$ cat src/rtl/frm_defect_pkg.sv
package frm_defect_pkg;
  localparam int unsigned REG_AW = 2;
  localparam int unsigned REG_DW = 8;
  localparam logic [REG_AW-1:0] ADDR_STAT = 2'd0;
  localparam logic [REG_AW-1:0] ADDR_ISR  = 2'd1;
  localparam logic [REG_AW-1:0] ADDR_IEN  = 2'd2;
  localparam int unsigned NUM_COND = 3;

  // bit order is shared by status, event and enable registers
  typedef struct packed {
    logic lof;
    logic sef;
    logic los;
  } cond_t;
endpackage

$ cat src/rtl/frm_sef_ctl.sv
module frm_sef_ctl #(
  parameter int unsigned SET_FRAMES = 4,
  parameter int unsigned CLR_FRAMES = 2
) (
  input  logic clk,
  input  logic rst_n,
  input  logic tick,
  input  logic err,
  output logic sef,
  output logic sef_chg
);
  localparam int unsigned EW = $clog2(SET_FRAMES + 1);
  localparam int unsigned CW = $clog2(CLR_FRAMES + 1);

  logic [EW-1:0] bad_q, bad_d;
  logic [CW-1:0] good_q, good_d;
  logic          sef_q, sef_d;

  always_comb begin
    bad_d  = bad_q;
    good_d = good_q;
    sef_d  = sef_q;
    if (tick) begin
      if (err) begin
        good_d = '0;
        if (!sef_q) begin
          if (bad_q == EW'(SET_FRAMES - 1)) begin
            sef_d = 1'b1;
            bad_d = '0;
          end else begin
            bad_d = bad_q + 1'b1;
          end
        end
      end else begin
        bad_d = '0;
        if (sef_q) begin
          if (good_q == CW'(CLR_FRAMES - 1)) begin
            sef_d  = 1'b0;
            good_d = '0;
          end else begin
            good_d = good_q + 1'b1;
          end
        end
      end
    end
  end

  always_ff @(posedge clk or negedge rst_n) begin
    if (!rst_n) begin
      bad_q  <= '0;
      good_q <= '0;
      sef_q  <= 1'b1;
    end else begin
      bad_q  <= bad_d;
      good_q <= good_d;
      sef_q  <= sef_d;
    end
  end

  assign sef     = sef_q;
  assign sef_chg = sef_d ^ sef_q;
endmodule

$ cat src/rtl/frm_lof_timer.sv
module frm_lof_timer #(
  parameter int unsigned SET_FRAMES = 24,
  parameter int unsigned CLR_FRAMES = 24
) (
  input  logic clk,
  input  logic rst_n,
  input  logic tick,
  input  logic sef,
  output logic lof,
  output logic lof_chg
);
  localparam int unsigned SW = $clog2(SET_FRAMES + 1);
  localparam int unsigned CW = $clog2(CLR_FRAMES + 1);

  logic [SW-1:0] up_q, up_d;
  logic [CW-1:0] dn_q, dn_d;
  logic          lof_q, lof_d;

  always_comb begin
    up_d  = up_q;
    dn_d  = dn_q;
    lof_d = lof_q;
    if (tick) begin
      if (sef) begin
        dn_d = '0;
        if (!lof_q) begin
          if (up_q == SW'(SET_FRAMES - 1)) begin
            lof_d = 1'b1;
            up_d  = '0;
          end else begin
            up_d = up_q + 1'b1;
          end
        end
      end else begin
        up_d = '0;
        if (lof_q) begin
          if (dn_q == CW'(CLR_FRAMES - 1)) begin
            lof_d = 1'b0;
            dn_d  = '0;
          end else begin
            dn_d = dn_q + 1'b1;
          end
        end
      end
    end
  end

  always_ff @(posedge clk or negedge rst_n) begin
    if (!rst_n) begin
      up_q  <= '0;
      dn_q  <= '0;
      lof_q <= 1'b1;
    end else begin
      up_q  <= up_d;
      dn_q  <= dn_d;
      lof_q <= lof_d;
    end
  end

  assign lof     = lof_q;
  assign lof_chg = lof_d ^ lof_q;
endmodule

$ cat src/rtl/frm_irq_bank.sv
module frm_irq_bank #(
  parameter int unsigned N = 3
) (
  input  logic         clk,
  input  logic         rst_n,
  input  logic [N-1:0] evt,
  input  logic         clr,
  input  logic         en_we,
  input  logic [N-1:0] en_wdata,
  output logic [N-1:0] pend,
  output logic [N-1:0] en,
  output logic         irq_n
);
  logic [N-1:0] pend_q;
  logic [N-1:0] en_q;

  for (genvar i = 0; i < N; i++) begin : g_bit
    always_ff @(posedge clk or negedge rst_n) begin
      if (!rst_n) begin
        pend_q[i] <= 1'b0;
        en_q[i]   <= 1'b0;
      end else begin
        // a new event wins over the read clear
        pend_q[i] <= evt[i] | (pend_q[i] & ~clr);
        if (en_we) en_q[i] <= en_wdata[i];
      end
    end
  end

  assign pend  = pend_q;
  assign en    = en_q;
  assign irq_n = ~|(pend_q & en_q);
endmodule

$ cat src/rtl/frm_defect_mon.sv
module frm_defect_mon
  import frm_defect_pkg::*;
#(
  parameter int unsigned SEF_SET_FRAMES = 4,
  parameter int unsigned SEF_CLR_FRAMES = 2,
  parameter int unsigned LOF_SET_FRAMES = 24,
  parameter int unsigned LOF_CLR_FRAMES = 24
) (
  input  logic              clk,
  input  logic              rst_n,
  input  logic              frame_tick,
  input  logic              frame_err,
  input  logic              los_in,
  input  logic              rd_en,
  input  logic [REG_AW-1:0] rd_addr,
  output logic [REG_DW-1:0] rd_data,
  input  logic              wr_en,
  input  logic [REG_AW-1:0] wr_addr,
  input  logic [REG_DW-1:0] wr_data,
  output logic              irq_n
);
  localparam int unsigned PAD = REG_DW - NUM_COND;

  logic  sef_st, sef_chg;
  logic  lof_st, lof_chg;
  logic  los_st;
  cond_t evt, stat;
  logic [NUM_COND-1:0] int_st, int_en;
  logic  isr_clr, ien_we;

  frm_sef_ctl #(
    .SET_FRAMES(SEF_SET_FRAMES),
    .CLR_FRAMES(SEF_CLR_FRAMES)
  ) u_sef (
    .clk    (clk),
    .rst_n  (rst_n),
    .tick   (frame_tick),
    .err    (frame_err),
    .sef    (sef_st),
    .sef_chg(sef_chg)
  );

  frm_lof_timer #(
    .SET_FRAMES(LOF_SET_FRAMES),
    .CLR_FRAMES(LOF_CLR_FRAMES)
  ) u_lof (
    .clk    (clk),
    .rst_n  (rst_n),
    .tick   (frame_tick),
    .sef    (sef_st),
    .lof    (lof_st),
    .lof_chg(lof_chg)
  );

  always_ff @(posedge clk or negedge rst_n) begin
    if (!rst_n) los_st <= 1'b0;
    else        los_st <= los_in;
  end

  always_comb begin
    evt.los  = los_in ^ los_st;
    evt.sef  = sef_chg;
    evt.lof  = lof_chg;
    stat.los = los_st;
    stat.sef = sef_st;
    stat.lof = lof_st;
  end

  assign isr_clr = rd_en && (rd_addr == ADDR_ISR);
  assign ien_we  = wr_en && (wr_addr == ADDR_IEN);

  frm_irq_bank #(.N(NUM_COND)) u_irq (
    .clk     (clk),
    .rst_n   (rst_n),
    .evt     (evt),
    .clr     (isr_clr),
    .en_we   (ien_we),
    .en_wdata(wr_data[NUM_COND-1:0]),
    .pend    (int_st),
    .en      (int_en),
    .irq_n   (irq_n)
  );

  always_comb begin
    case (rd_addr)
      ADDR_STAT: rd_data = {{PAD{1'b0}}, stat};
      ADDR_ISR:  rd_data = {{PAD{1'b0}}, int_st};
      ADDR_IEN:  rd_data = {{PAD{1'b0}}, int_en};
      default:   rd_data = '0;
    endcase
  end
endmodule

$ cat config.mk
export PLATFORM = sky130hd
export DESIGN_NAME = frm_defect_mon
export DESIGN_NICKNAME = d
export VERILOG_FILES = /design/src/rtl/frm_defect_pkg.sv /design/src/rtl/frm_sef_ctl.sv /design/src/rtl/frm_lof_timer.sv /design/src/rtl/frm_irq_bank.sv /design/src/rtl/frm_defect_mon.sv
export SDC_FILE = /design/constraint.sdc
export NUM_CORES = 1
export LEC_CHECK = 0
export ABC_AREA = 1
export BUFFER_PORTS_ARGS = -buffer_cell sky130_fd_sc_hd__buf_4
export CORE_ASPECT_RATIO = 0.9
export CORE_MARGIN = 1.5
export CORE_UTILIZATION = 57
export DETAILED_ROUTE_END_ITERATION = 6
export MAX_ROUTING_LAYER = met4
export PLACE_DENSITY = 0.88
export REMOVE_ABC_BUFFERS = 1
export SYNTH_ARGS = -nofsm -noshare
export SYNTH_HDL_FRONTEND = slang
export SYNTH_SLANG_ARGS = --single-unit
$ cat constraint.sdc
create_clock -name clk -period 2.79 [get_ports clk]
set_input_delay 0.1395 -clock clk [delete_from_list [all_inputs] [get_ports clk]]
set_output_delay 0.1395 -clock clk [all_outputs]
set_load 0.01 [all_outputs]
After elaboration in Yosys (flattened, before gate mapping)
Index checks and enable logic that the tools add are counted.
- bits in registers: 24
- input port bits: 19
- logic and storage cells: 73
- output and inout port bits: 9
- reduce and logical (&&, ||, !) cells: 11
- bitwise logic cells: 11
- $add $sub $neg: 4
- multiplexer cells: 25
- equal/unequal tests: 9
- operators with widths (kind ; count):
    2-to-1 mux 5 bit ; 6
    2-to-1 mux 1 bit ; 12
    adder 5 x 1 -> 5 bit (second input constant) ; 2
    == test 5 bit (second input constant) ; 2
    2-to-1 mux 3 bit ; 3
    one-hot mux 3 bit (3 select lines) ; 1
    AND reduction 2 bit ; 4
    2-to-1 mux 2 bit ; 3
    == test 2 x 1 -> 1 bit (second input constant) ; 2
    == test 2 bit (second input constant) ; 2
    inequality test 2 bit (second input constant) ; 2
    nonzero test 2 bit ; 2
    adder 3 x 1 -> 3 bit (second input constant) ; 1
    bitwise AND 1 bit ; 3
    bitwise AND 3 bit ; 1
    == test 3 x 2 -> 1 bit (second input constant) ; 1
    OR 1 bit ; 3
    OR reduction 3 bit ; 1
    XOR 1 bit ; 3
    adder 2 x 1 -> 2 bit (second input constant) ; 1
    logical AND 1 bit ; 2
    zero test 2 bit ; 1
    zero test 1 bit ; 1
    NOT 1 bit ; 1

Logic depth before layout (Yosys ltp)
Gate-level depths: netlist of the first run.
- word-level depth: 7
- mapped depth: 7
- mapped depth without buffers: 7

Hierarchy
A second synthesis of the first run with hierarchy kept.
- cell total of the unflattened synthesis: 192
- area, all modules: 1352.5 um^2
- modules (own cells, without submodules) (module ; instances ; area an instance (um^2) ; cells each ; sequential area each (um^2)):
    frm_lof_timer ; 1 ; 633.1 ; 93 ; 276.5
    frm_sef_ctl ; 1 ; 319.1 ; 46 ; 151.4
    frm_irq_bank ; 1 ; 244.0 ; 27 ; 150.1
    frm_defect_mon ; 1 ; 156.4 ; 26 ; 25.0

Least setup slack after synthesis of the first run
Ideal clock, no wire load.
- path type: register to register
- start: register u_sef.sef_q, in the netlist u_sef.sef
- end: register u_lof.up_q[0]
- data required time: 2713 ps
- arrival: 1123 ps
- period minus slack after synthesis: 1201 ps
- path slack: 1589 ps
- setup time: 77 ps
- stages on the path, launching flop included: 8
- path buffers: 1
- cell sequence: dfstp_2 buf_2 nand2_2 clkinv_2 nand2_2 nor2_2 nor2_1 a21oi_1
- word-level cells in the longest chain between the ends: 2
- elaborated cells between the ends (all ways): 3
- classes of those cells: eq/ne: 1; mux: 1; reduce/logical: 1
- RTL lines (what ; RTL line ; source):
    start, declared ; frm_sef_ctl.sv:17 ; logic sef_q, sef_d;
    start signal, assigned ; frm_sef_ctl.sv:52 ; sef_q <= 1'b1;
    start signal, assigned ; frm_sef_ctl.sv:56 ; sef_q <= sef_d;
    inequality test 2 bit (no source line) ; - ;
    AND reduction 2 bit (no source line) ; - ;
    end signal, assigned ; frm_lof_timer.sv:54 ; up_q <= up_d;
    end, declared ; frm_lof_timer.sv:15 ; logic [SW-1:0] up_q, up_d;
Parallel ways exist; a longest one is shown, timed or not.
A chain may end at the register's enable or synchronous reset.

Worst setup path after layout of the first run
- start: register u_sef.sef_q, in the netlist u_sef.sef
- end: output rd_data[1]
- word-level cells in the longest chain between the ends: 1
- RTL lines (what ; RTL line ; source):
    one-hot mux 3 bit (3 select lines) ; frm_defect_mon.sv:85 ; case (rd_addr)
    end, declared ; frm_defect_mon.sv:16 ; output logic [REG_DW-1:0] rd_data,
Every way passes these cells.

==> impl_results.md, run 1 <==
- Run status: finished, final reports clean
- # setup viols final: 0
- Final setup margin: 1.41 ns
- Drt drc: 0
- Buf/Inv on CP: 1
- CP peak stage delay: 0.66 ns
- Placer Congestion: 0.833
- Combinational power share: 31.0%
- Dpl ws: 1.52 ns
- Max H-tree Level: 1
- Vias post-DR: 1083
- Skew final: 0.00953 ns
- Yosys warns: 0
- CTS Buf Count: 3
- Hold WC Path Type: in -> reg
- Clk slew on worst S/H paths: 0.13 ns
- Crit path max-delay cell type: dfstp_2
- Setup CP Type: reg -> out
- Vias in the first global route: 933
- Final Max Tran Viols: 0
- Syn Inst Count: 159
- #FFs+latches synth: 24
- Kind of launch point of the worst setup path: flip-flop
- FF-to-FF path depth: 5
- TNS Setup: 0 ns
- HP Start: wr_data[0]
- Switching share of power: 35.4%
- Commonest cells after routing, fill and taps aside: 29 x nand2_1, 22 x dfrtp_1, 21 x inv_1, 20 x nand3_1, 17 x buf_4
- Area contributors post-synth: dfrtp_1 43%, nand2_1 8.5%, nand3_1 7.8%, inv_1 6.2%, o21ai_0 5.1%
- Mean area per synthesized cell: 8.06 µm²
- Ports: 28
- Via density per instance: 5.23
- CP Capture Type: output port
- Pint: 0.000634 W
- Die width: 53.0 µm
- Clock root cell: clkbuf_4
- Max Fclk: 0.726 GHz
- Overall Global Routing Usage: 20.9%
- Design area: 0.00147 mm²
- Clk_lat worst skew: 0.31 ns
- Antenna-violating nets left: 0
- Post-CTS resize count: 0
- Antenna violations before repair: 0
- Post-synth top area cell: dfrtp_1
- First-pass GRT wire length: 3.73 mm
- Total Routed Length: 2.38 mm
- Grt ovf: 0
- Psw: 0.000348 W
- RSZ-0062 raised after global routing: no
- Antenna diode count: 0
- Total die area: 0.00254 mm²
- Worst r2r src: u_lof.dn_q[0]
- Power per Cell Area: 667 mW/mm²
- Seq/Total Area, Yosys: 47.1%
- Register area: 603 µm²
- Minimum clock period: 1.38 ns
- Distinct cell type count after synthesis: 28
- Worst flop-to-flop path endpoint: u_lof.dn_q[4]
- Syn-to-layout area delta: 14.8%
- Pleak: 0.755 nW
- Hold slack: 0.0643 ns
- Worst-path cell chain: nand2_1, nand3_1, buf_4
- Clock share of power: 18.3%
- Pin count of the biggest net entering global routing: 25
- CP arrival: 1.24 ns
- Top delay family on crit path: flip-flops
- DR iter-0 viols: 13
- Fillers: 165
- Commonest non-fill, non-tap cell in the layout: nand2_1
- Final critical-path share of the clock period: 49.4%
- Share of cells above drive strength 1: 18.3%
- MaxCap Viol Count: 0
- Hold Crit Depth: 3
- Clk sinks: 24
- CP max FO: 9
- Clk buf depth: 2
- Final nets: 203
- Hold endpoint: u_irq.en[0]
- Port Buf Inserts: 17
- Chip height: 48.0 µm
- VDD IR-drop max: 0.000556 V
- CP required: 2.65 ns
- Post-CTS Setup Bufs: 0
- Seq pwr share: 50.7%
- Avg WL per Cell: 11.5 µm
- Core area: 0.00214 mm²
- Placed Area: 0.00142 mm²
- Std cell rows: 16
- Endpoints failing hold: 0
- Total design power: 0.000982 W
- DRT Pass-1 Iters: 4
- Reg2Reg Setup Slack: 1.48 ns
- Initial core utilization: 59.8%
- Post-DP HPWL: 1.87 mm
- CTS tree: yes
- Area of the multi-input gates: 563 µm²
- Mapped Area: 0.00128 mm²
- Share of the synthesized area in the top cell type: 43.0%
state kept, by name, indices dropped and copies added (netlist names):
signal	cells
u_sef.bad_q	3
u_irq.pend	3
u_lof.lof	1
u_lof.up_q	5
u_sef.good_q	2
u_sef.sef	1
u_lof.dn_q	5
u_irq.en	3
los_st	1
repair_timing:
item / CTS / global route
endpoints found under the hold margin: 25 / 0
hold buffers: 2 / 0
endpoints found under the setup margin: 0 / 0
area by class of cell:
| type | instances | share of cell area [%] |
|---|---|---|
| Clock buffer | 4 | 2.47 |
| Inverter | 23 | 5.95 |
| Multi-Input combinational cell | 110 | 38.3 |
| Sequential cell | 24 | 41.0 |
| Tap cell | 27 | 2.30 |
| Timing Repair Buffer | 19 | 10.0 |
worst max path at each step:
stage | start | endpoint | slack (ns) | cells past startpoint
after global routing | u_lof.dn_q[0] | u_lof.dn_q[4] | 1.37 | 5
final | u_sef.sef | rd_data[1] | 1.41 | 3
after detailed placement | u_sef.sef | u_lof.up_q[0] | 1.52 | 6
after CTS | u_sef.sef | rd_data[1] | 1.42 | 3
after global placement | u_sef.sef | u_lof.up_q[0] | 1.55 | 6
after floorplan | u_sef.sef | u_lof.up_q[0] | 1.67 | 6
Yosys cell counts:
cell type,instances
a21oi_1,8
a21oi_2,2
a22o_1,1
a311oi_1,1
a31o_2,1
a31oi_1,1
buf_2,1
buf_4,5
clkinv_2,1
conb_1,1
dfrtp_1,22
dfstp_2,2
ha_1,3
inv_1,21
inv_2,1
nand2_1,29
nand2_2,3
nand3_1,20
nand3b_1,1
nand4_1,2
nor2_1,12
nor2_2,2
nor3_1,1
o21a_1,1
o21ai_0,13
o21bai_1,1
xnor2_1,1
xor2_1,2
tightest hold or removal path: cells and delay by family:
family | cells | cell delay (ns)
buffers and inverters | 2 | 0.14
AOI/OAI and AO/OA | 1 | 0.07
logic make-up after synthesis:
logic type               count (synthesis)  share of synthesized area [%]
adder cells (fa/ha/maj)                  3                           2.93
flip-flops                              24                           47.1
buffers and inverters                   29                           10.2
XOR/XNOR                                 3                           2.05
other                                    1                          0.293
AO/OA/AOI/OAI                           29                           13.3
AND/OR/NAND/NOR                         70                           24.2
per-stage QoR:
step | utilization (%) | cells
2_1_floorplan | - | 157
3_3_place_gp | 66.1 | 201
3_5_place_dp | 66.1 | 201
4_1_cts | 68.7 | 207
5_1_grt | 68.7 | 207
6_report | 68.7 | 207
routing by layer:
layer	vias up	wire, µm	GRT usage, %
li1	553	-	-
met1	504	1080	24.6
met2	19	1190	37.0
met3	7	78	3.75
met4	0	28	6.67
met5	-	0	-
power by group through the flow:
| stage | combinational, W | clock [W] | sequential [W] |
|---|---|---|---|
| after floorplan | 0.000216 | 0 | 0.000488 |
| after global placement | 0.000284 | 0 | 0.000501 |
| after detailed placement | 0.000305 | 0 | 0.000504 |
| after CTS | 0.000307 | 0.000181 | 0.000497 |
| after global routing | 0.000355 | 0.000197 | 0.000510 |
| final | 0.000304 | 0.000180 | 0.000497 |
(Power assumes the default switching activity.)
==> run 2: changes to the inputs <==
ABC_AREA = 0   (was 1)
CORE_UTILIZATION = 53   (was 57)
PLACE_DENSITY = 0.83   (was 0.88)
clock period = 1.3 ns   (was 2.79 ns; I/O delays follow)
==> impl_results.md, run 2 <==
- Run status: finished, violations left
- Violated checks: negative setup slack
- Grt ovf: 0 (unchanged)
- Largest regs: u_lof.dn_q: 5 flops, u_lof.up_q: 5 flops
- TNS Setup: -0.421 ns (-0.421 ns)
- Max H-tree Level: 1 (unchanged)
- Seq/Total Area, Yosys: 45.8% (-1.3 points)
- Share of cells above drive strength 1: 34.1% (+16 points)
- Syn Inst Count: 131 (-18%)
- Yosys warns: 0 (unchanged)
- # setup viols final: 11 (+11)
- Share of the synthesized area in the top cell type: 41.8% (-1.1 points)
- Antenna violations before repair: 0 (unchanged)
- First-pass GRT wire length: 5.14 mm (+38%)
- Count leader, synth: dfrtp_1
- Std cell rows: 16 (unchanged)
- Via density per instance: 6.01 (+15%)
- Max Fclk: 0.717 GHz
- Final critical-path share of the clock period: 107%
- CTS Buf Count: 3 (unchanged)
- Commonest cells after routing, fill and taps aside: 28 x buf_4, 22 x dfrtp_1, 9 x nand2_1
- Async set-reset flop share out of synthesis: 100% (unchanged)
- Post-synth top area cell: dfrtp_1
- DR iter-0 viols: 42 (+29)
- Clk sinks: 24 (unchanged)
- Power per Cell Area: 1230 mW/mm² (+84%)
- Endpoints failing hold: 0 (unchanged)
- Core area: 0.00226 mm² (+5.6%)
- Area contributors post-synth: dfrtp_1 42%, o21ai_0 4.6%, dfstp_2 4.0%, buf_4 3.4%, ha_1 2.9%
- Minimum clock period: 1.40 ns
- Initial core utilization: 58.2% (-1.6 points)
- Total die area: 0.00279 mm² (+9.8%)
- Post-Synth XOR/XNOR Area: 0.665% (-1.4 points)
- VDD IR-drop max: 0.00101 V (+82%)
- Total Routed Length: 3.14 mm (+32%)
- Post-DP HPWL: 2.03 mm (+8.8%)
- Die width: 55.5 µm (+4.8%)
- Setup CP Type: reg -> out
- Multiplexer share of the synthesized area: 4.85% (+4.8 points)
- Compound-Gate Fraction of Synth Area: 20.9% (+7.6 points)
- Adder-cell share of the synthesized area: 2.85% (-0.078 points)
- Fillers: 150 (-9.1%)
- Clock root cell: clkbuf_4
- Synth top cells by count: 22 x dfrtp_1, 12 x o21ai_0, 9 x nand2_1
- Largest family of logic cells by synthesized area: compound AO/OA/AOI/OAI gates
- Area of the multi-input gates: 692 µm² (+23%)
- Overall Global Routing Usage: 24.2% (+3.2 points)
- Clk_lat worst skew: 0.31 ns (about the same)
- CTS tree: yes
- Area share of and/or/nand/nor cells after synthesis: 17.7% (-6.5 points)
- Commonest non-fill, non-tap cell in the layout: buf_4
- Kind of launch point of the worst setup path: flip-flop
- CP required: 1.24 ns (-1.41 ns)
- Syn-to-layout area delta: 31.0%
- Placed Area: 0.00151 mm² (+6.8%)
- Design area: 0.00172 mm² (+17%)
- Ports: 28 (unchanged)
- Mean area per synthesized cell: 10.0 µm² (+25%)
- DRT Pass-1 Iters: 5 (+1)
- Hold WC Path Type: in -> reg
- CP Capture Type: output port
- Port Buf Inserts: 17 (unchanged)
- MaxCap Viol Count: 0 (unchanged)
- Chip height: 50.3 µm (+4.8%)
- Pleak: 0.789 nW (+4.6%)
- Skew final: 0.00615 ns (-0.00338 ns)
- Post-synth EDFFs: 0 (unchanged)
- CP arrival: 1.33 ns (+0.09 ns)
- Pin count of the biggest net entering global routing: 25 (unchanged)
- Antenna diode count: 0 (unchanged)
- Mapped Area: 0.00132 mm² (+2.7%)
- Distinct cell type count after synthesis: 42 (+50%)
- CP max FO: 6 (-3)
- Final Max Tran Viols: 0 (unchanged)
- Clk buf depth: 2 (unchanged)
- Clk slew on worst S/H paths: 0.13 ns (about the same)
- Vias in the first global route: 1185 (+27%)
- Vias post-DR: 1165 (+7.6%)
- Drt drc: 0 (unchanged)
- Placer Congestion: 0.857 (+2.8%)
- #FFs+latches synth: 24 (unchanged)
- Register area: 603 µm² (unchanged)
- RSZ-0062 raised after global routing: yes
- Top_reg_cell synth: dfrtp_1
- Final setup margin: -0.0954 ns (-1.51 ns)
- Antenna-violating nets left: 0 (unchanged)
- Final nets: 191 (-5.9%)
- Avg WL per Cell: 16.2 µm (+41%)
## run 2: cell count changes after synthesis, moves of 3 or more
cell / delta
nor2b_1: +4
mux2_2: +3
mux2i_1: +3
nor2_1: -5
inv_1: -16
nand2_1: -20
nand3_1: -18
## run 2: worst paths after layout
| path | startpoint | to | slack, ns | cells after the start |
|---|---|---|---|---|
| hold reg to reg | u_lof.dn_q[4] | u_lof.dn_q[4] | 0.53 | 1 |
| max in group asynchronous | rst_n | u_sef.sef | 0.85 | 2 |
| setup / recovery | u_lof.lof | rd_data[2] | -0.1 | 4 |
| hold / removal | rd_en | u_irq.pend[1] | 0.08 | 3 |
| min in group asynchronous | rst_n | u_lof.up_q[0] | 0.16 | 2 |
| setup reg to reg | u_lof.lof | u_irq.pend[2] | -0.07 | 5 |
## run 2: repair_timing
| action | in CTS | in global routing |
|---|---|---|
| hold endpoints to repair | 29 | 0 |
| endpoints found under the setup margin | 5 | 16 |
| gates cloned | 0 | 0 |
| setup buffers | 5 | 2 |
| resized for setup | 5 | 20 |
| pin swaps | 3 | 10 |
| hold buffers | 6 | 0 |
## run 2: power breakdown
group          switching (W)  leakage [nW]  internal, W
registers           0.000131         0.301     0.000891
logic               0.000347         0.475     0.000428
clock network       0.000215        0.0138     0.000109
total               0.000693         0.789      0.00143
## run 2: logic make-up after synthesis
family,Yosys count
adder cells (fa/ha/maj),3
XOR/XNOR,1
AO/OA/AOI/OAI,41
multiplexers,6
AND/OR/NAND/NOR,38
other,1
flip-flops,24
buffers and inverters,17
## run 2: area by class of cell
cell class	count	area share, %
Multi-Input combinational cell	94	40.1
Sequential cell	24	35.0
Timing Repair Buffer	40	20.1
Tap cell	27	1.96
Inverter	6	1.52
Clock buffer	3	1.31
## run 2: per-stage QoR
| stage | hold slack (ns) | utilization, % | cells | worst slack (ns) | power, W |
|---|---|---|---|---|---|
| after CTS | 0.0960 | 72.3 | 192 | -0.110 | 0.00205 |
| after floorplan | -0.231 | - | 124 | -0.0878 | 0.00136 |
| final | 0.0827 | 76.2 | 194 | -0.0954 | 0.00212 |
| after global routing | 0.102 | 76.2 | 194 | -0.150 | 0.00226 |
| after detailed placement | -0.0189 | 66.8 | 178 | -0.0185 | 0.00167 |
| after global placement | -0.0238 | 66.8 | 178 | 0.000292 | 0.00163 |
## run 2: critical path: stages (launching register included)
cell,delay (ns)
dfstp_2,0.59
buf_12,0.11
mux2i_1,0.06
o21ai_1,0.12
buf_4,0.14
## run 2: layer usage
layer / vias up / global-route usage, % / wire length [µm]
li1: 547 / - / -
met1: 566 / 27.0 / 1340
met2: 44 / 43.7 / 1570
met3: 8 / 5.67 / 172
met4: 0 / 6.50 / 51
met5: - / - / 0
